[src/rtl/dsp_pkg.sv]
package dsp_pkg;
    localparam int MODE_W = 3;

    localparam logic [MODE_W-1:0] MODE_IDLE  = 3'b000;
    localparam logic [MODE_W-1:0] MODE_PDOWN = 3'b010;
    localparam logic [MODE_W-1:0] MODE_PSAVE = 3'b011;

    typedef enum logic [2:0] {
        ST_ACTIVE  = 3'd0,
        ST_LIGHT   = 3'd1,
        ST_DEEP    = 3'd2,
        ST_RESTART = 3'd3,
        ST_RELEASE = 3'd4,
        ST_FAULT   = 3'd5
    } dsp_state_e;

    typedef struct packed {
        dsp_state_e st;
        logic       reject;
        logic       adc_err;
        logic       wake_done;
        logic       wake_deep;
    } dsp_regs_t;
endpackage

[src/rtl/dsp_mode_decode.sv]
module dsp_mode_decode
    import dsp_pkg::*;
(
    input  logic [MODE_W-1:0] mode,
    output logic              deep_capable
);
    always_comb begin
        deep_capable = (mode == MODE_PDOWN) || (mode == MODE_PSAVE);
    end
endmodule

[src/rtl/dsp_wake_detect.sv]
module dsp_wake_detect #(
    parameter int NWAKE = 8
) (
    input  logic [NWAKE-1:0] src,
    input  logic [NWAKE-1:0] en,
    output logic             any_hit
);
    logic [NWAKE-1:0] hit;

    for (genvar i = 0; i < NWAKE; i++) begin : g_hit
        assign hit[i] = src[i] & en[i];
    end

    assign any_hit = |hit;
endmodule

[src/rtl/dsp_pg_timer.sv]
module dsp_pg_timer #(
    parameter int PG_W = 8
) (
    input  logic            clk,
    input  logic            rst_n,
    input  logic            run,
    input  logic [PG_W-1:0] limit,
    output logic            expire
);
    localparam logic [PG_W-1:0] CNT_MAX = {PG_W{1'b1}};

    logic [PG_W-1:0] cnt_d, cnt_q;
    logic [PG_W:0]   cnt_next;

    always_comb begin
        cnt_next = {1'b0, cnt_q} + {{PG_W{1'b0}}, 1'b1};
        cnt_d    = cnt_q;
        if (!run) begin
            cnt_d = '0;
        end else if (cnt_q != CNT_MAX) begin
            cnt_d = cnt_next[PG_W-1:0];
        end
        expire = run && (cnt_next >= {1'b0, limit});
    end

    always_ff @(posedge clk or negedge rst_n) begin
        if (!rst_n) begin
            cnt_q <= '0;
        end else begin
            cnt_q <= cnt_d;
        end
    end
endmodule

[src/rtl/dsp_deep_sleep_seq.sv]
module dsp_deep_sleep_seq
    import dsp_pkg::*;
#(
    parameter int NWAKE = 8,
    parameter int PG_W  = 8
) (
    input  logic              clk,
    input  logic              rst_n,
    input  logic              sleep_req,
    input  logic [MODE_W-1:0] sleep_mode,
    input  logic              radio_sleep,
    input  logic              radio_waking,
    input  logic [NWAKE-1:0]  wake_src,
    input  logic [NWAKE-1:0]  wake_en,
    input  logic              adc_en,
    input  logic              pg_ok,
    input  logic [PG_W-1:0]   pg_limit,
    output logic              dvdd_en,
    output logic              avdd_en,
    output logic              sram_retain,
    output logic              hf_clk_en,
    output logic              asleep,
    output logic              deep_sleep,
    output logic              reject_err,
    output logic              adc_err,
    output logic              pg_fault,
    output logic              wake_done,
    output logic              wake_was_deep
);
    dsp_regs_t r_d, r_q;
    logic      deep_capable;
    logic      wake_any;
    logic      pg_expire;
    logic      in_restart;

    dsp_mode_decode u_mode (
        .mode         (sleep_mode),
        .deep_capable (deep_capable)
    );

    dsp_wake_detect #(.NWAKE(NWAKE)) u_wake (
        .src     (wake_src),
        .en      (wake_en),
        .any_hit (wake_any)
    );

    assign in_restart = (r_q.st == ST_RESTART);

    dsp_pg_timer #(.PG_W(PG_W)) u_timer (
        .clk    (clk),
        .rst_n  (rst_n),
        .run    (in_restart),
        .limit  (pg_limit),
        .expire (pg_expire)
    );

    always_comb begin
        r_d           = r_q;
        r_d.wake_done = 1'b0;
        r_d.reject    = r_q.reject & radio_waking;
        unique case (r_q.st)
            ST_ACTIVE: begin
                if (sleep_req) begin
                    if (!deep_capable) begin
                        r_d.st = ST_LIGHT;
                    end else if (radio_waking) begin
                        r_d.reject = 1'b1;
                    end else if (!radio_sleep) begin
                        r_d.st = ST_LIGHT;
                    end else if (adc_en) begin
                        r_d.adc_err = 1'b1;
                    end else begin
                        r_d.st = ST_DEEP;
                    end
                end
            end
            ST_LIGHT: begin
                if (wake_any) begin
                    r_d.st        = ST_ACTIVE;
                    r_d.wake_done = 1'b1;
                    r_d.wake_deep = 1'b0;
                end
            end
            ST_DEEP: begin
                if (wake_any) begin
                    r_d.st = ST_RESTART;
                end
            end
            ST_RESTART: begin
                if (pg_ok) begin
                    r_d.st = ST_RELEASE;
                end else if (pg_expire) begin
                    r_d.st = ST_FAULT;
                end
            end
            ST_RELEASE: begin
                r_d.st        = ST_ACTIVE;
                r_d.wake_done = 1'b1;
                r_d.wake_deep = 1'b1;
            end
            ST_FAULT: begin
                r_d.st = ST_FAULT;
            end
            default: begin
                r_d.st = ST_FAULT;
            end
        endcase
    end

    always_ff @(posedge clk or negedge rst_n) begin
        if (!rst_n) begin
            r_q <= '{st: ST_ACTIVE, reject: 1'b0, adc_err: 1'b0,
                     wake_done: 1'b0, wake_deep: 1'b0};
        end else begin
            r_q <= r_d;
        end
    end

    always_comb begin
        dvdd_en       = (r_q.st != ST_DEEP);
        avdd_en       = (r_q.st == ST_ACTIVE) || (r_q.st == ST_LIGHT);
        hf_clk_en     = (r_q.st == ST_ACTIVE) || (r_q.st == ST_LIGHT);
        sram_retain   = (r_q.st == ST_DEEP) || (r_q.st == ST_RESTART) ||
                        (r_q.st == ST_FAULT);
        asleep        = (r_q.st != ST_ACTIVE);
        deep_sleep    = (r_q.st == ST_DEEP);
        pg_fault      = (r_q.st == ST_FAULT);
        reject_err    = r_q.reject;
        adc_err       = r_q.adc_err;
        wake_done     = r_q.wake_done;
        wake_was_deep = r_q.wake_deep;
    end
endmodule

[config.mk]
export PLATFORM = sky130hd
export DESIGN_NAME = dsp_deep_sleep_seq
export DESIGN_NICKNAME = d
export VERILOG_FILES = /design/src/rtl/dsp_pkg.sv /design/src/rtl/dsp_mode_decode.sv /design/src/rtl/dsp_wake_detect.sv /design/src/rtl/dsp_pg_timer.sv /design/src/rtl/dsp_deep_sleep_seq.sv
export SDC_FILE = /design/constraint.sdc
export NUM_CORES = 1
export LEC_CHECK = 0
export ABC_CLOCK_PERIOD_IN_PS = 3880
export CORE_MARGIN = 1.5
export CORE_UTILIZATION = 46
export CTS_CLUSTER_DIAMETER = 30
export DETAILED_ROUTE_END_ITERATION = 7
export HOLD_SLACK_MARGIN = 0.03
export PLACE_DENSITY = 0.92
export REMOVE_ABC_BUFFERS = 1
export SETUP_SLACK_MARGIN = 0.1
export SLEW_MARGIN = 10
export SYNTH_ARGS = -nofsm -noshare
export SYNTH_HDL_FRONTEND = slang
export SYNTH_SLANG_ARGS = --single-unit
[constraint.sdc]
create_clock -name clk -period 3.88 [get_ports clk]
set_clock_uncertainty 0.15 [all_clocks]
set_input_delay 0.97 -clock clk [delete_from_list [all_inputs] [get_ports clk]]
set_output_delay 0.97 -clock clk [all_outputs]
set_load 0.05 [all_outputs]
==> out/metrics.csv <==
metric;value;unit
avgSynthCellArea;8.92;um^2
syn_to_final_growth;43.0;%
synth-edff-count;0;
synth-warning-count;0;
hold_violations;0;
cts_sinks;15;
core_area;2230;um^2
core.rowCount;17;
die_x;51.6;um
post_cts.repair.setup_buffers;0;
clockBufferDepth;2;
status;finished, final reports clean;
critical_path_class;reg -> out;
cp-start-kind;flip-flop;
cts_htree_levels;1;
synth_ff_type;dfrtp_1;
synth_cell_types;37;
fin_nets;209;
holdWs;346;ps
final_util;0.697;
cts_tree;done;
setup_violations;0;
cp_max_fo;10;
tightest_slew;639;ps
grt_setup_unrepaired;no;
seqPwrFrac;0.311;
clockPowerShare;0.119;
grt.met2_usage;0.376;
drc;0;
met3_usage;0.0517;
final_layout_size_suffix_gt1_frac;0.0485;
crit_slowest_cell;clkdlybuf4s50_1;
layout_commonest_cell;clkdlybuf4s50_1;
fmax;307;MHz
crit_buf_inv;3;
cap_violations;0;
relSlewSlack;0.573;
antennaDiodeCount;0;
clockRootBuffer;clkbuf_4;
wl_per_cell;12.6;um
die_area;2670;um^2
antenna_found_initial;0;
cp.required;2760;ps
cts_made_buffers;3;
gp_congestion;0.834;
maxSlewViolCount;0;
period_share;0.840;
grtUsageTotal;0.213;
drtIter0Drc;27;
syn_inst;122;
finalPower;716;uW
yosysSeqAreaShare;0.345;
via_per_inst;5.50;
netSwitchingFraction;0.473;
synth_area;1090;um^2
p_switching;338;uW
path_cells;inv_2, or3_1, inv_1, clkdlybuf4s50_1;
dp.cells;189;
p_comb_frac;0.570;
first_global_vias;1079;
hp-class;reg -> reg;
p_leak;0.000767;uW
drt-total-wl;2.43;mm
top_usage_layer;met2;
grt_overflow;0;
intPower;377;uW
ctsHoldBuffers;0;
vias;1061;
io_buffers;43;
cp-end-kind;output port;
grt_pass1_wl;4.30;mm
firstDrtPassIters;4;
clk_latency;270;ps
final-instance-count-excl-fill;193;
cpLargestDelayFamily;buffers and inverters;
hpwl;1.98;mm
dieHeight;51.6;um
postRouteAntennaNets;0;
grt_max_degree;16;
cpPeakStageDelay;790;ps
start_util;0.487;
cellPowerDensity;460;nW/um^2
setup_tns;0;ps
cts_resized;0;
gr-usage-met1;0.239;
worstPathArrival;2140;ps
clk_pin_slew;80;ps
layout_common_cells;43 x clkdlybuf4s50_1, 17 x inv_1, 15 x dfrtp_1;
ios;45;
fin_crit;3260;ps
ir_worst_vdd;597;uV
async_flop_share;1.00;
synth-seq-cells;15;
## power by group through the flow
stage | logic, uW | clock network (uW) | registers (uW)
floorplan | 218 | 0 | 262
global placement | 404 | 0 | 223
detailed placement | 407 | 0 | 224
CTS | 409 | 87.9 | 222
global route | 432 | 94.4 | 228
finish | 408 | 85.0 | 223
## metal layers
metal  vias to the layer above  share of wire
met4                         0          0.023
met5                         -              0
li1                        516              -
met1                       484           0.43
met2                        53           0.47
met3                         8          0.082
## per-stage QoR
stage,setup WS [ps],instance area [um^2]
after global routing,521,1560
after detailed placement,926,1530
final,620,1560
after floorplan,994,1060
after global placement,928,1530
after CTS,612,1560
## path summary, 6_finish.rpt
kind | from | to | cells after the start | slack, ps
max | r_q[5] | deep_sleep | 4 | 620
min | adc_err | adc_err | 1 | 350
max reg2reg | u_timer.cnt_q[0] | r_q[5] | 12 | 1220
min reg2reg | adc_err | adc_err | 1 | 350
max in group asynchronous | rst_n | u_timer.cnt_q[6] | 1 | 2230
min in group asynchronous | rst_n | u_timer.cnt_q[2] | 1 | 940
## flip-flops by register name, indices dropped and copies added (netlist names)
register	count
r_q	3
wake_was_deep	1
wake_done	1
reject_err	1
adc_err	1
u_timer.cnt_q	8
## cell type report
class | instances | area, um^2
timing repair buffer | 43 | 430
fill | 171 | 677
sequential | 15 | 375
clock buffer | 4 | 26.3
inverter | 18 | 67.6
tap | 28 | 35.0
multi-input combinational | 85 | 622
## cell usage after synthesis (3+ instances only)
cell,n,area [um^2]
a21oi_1,10,50.1
a22oi_1,4,30.0
a31oi_1,3,18.8
and3_1,3,18.8
dfrtp_1,15,375
ha_1,9,113
inv_1,17,63.8
nand2_1,4,15.0
nand3_1,5,25.0
nor2_1,8,30.0
nor2b_1,3,18.8
o21ai_0,4,20.0
xnor2_1,4,35.0
xor2_1,3,26.3
## logic make-up after synthesis
family	share of synthesized area
XOR/XNOR	0.0563
buffers and inverters	0.0839
flip-flops	0.345
multiplexers	0.00920
adder cells (fa/ha/maj)	0.103
AO/OA/AOI/OAI	0.195
AND/OR/NAND/NOR	0.207
(Power assumes the default switching activity.)
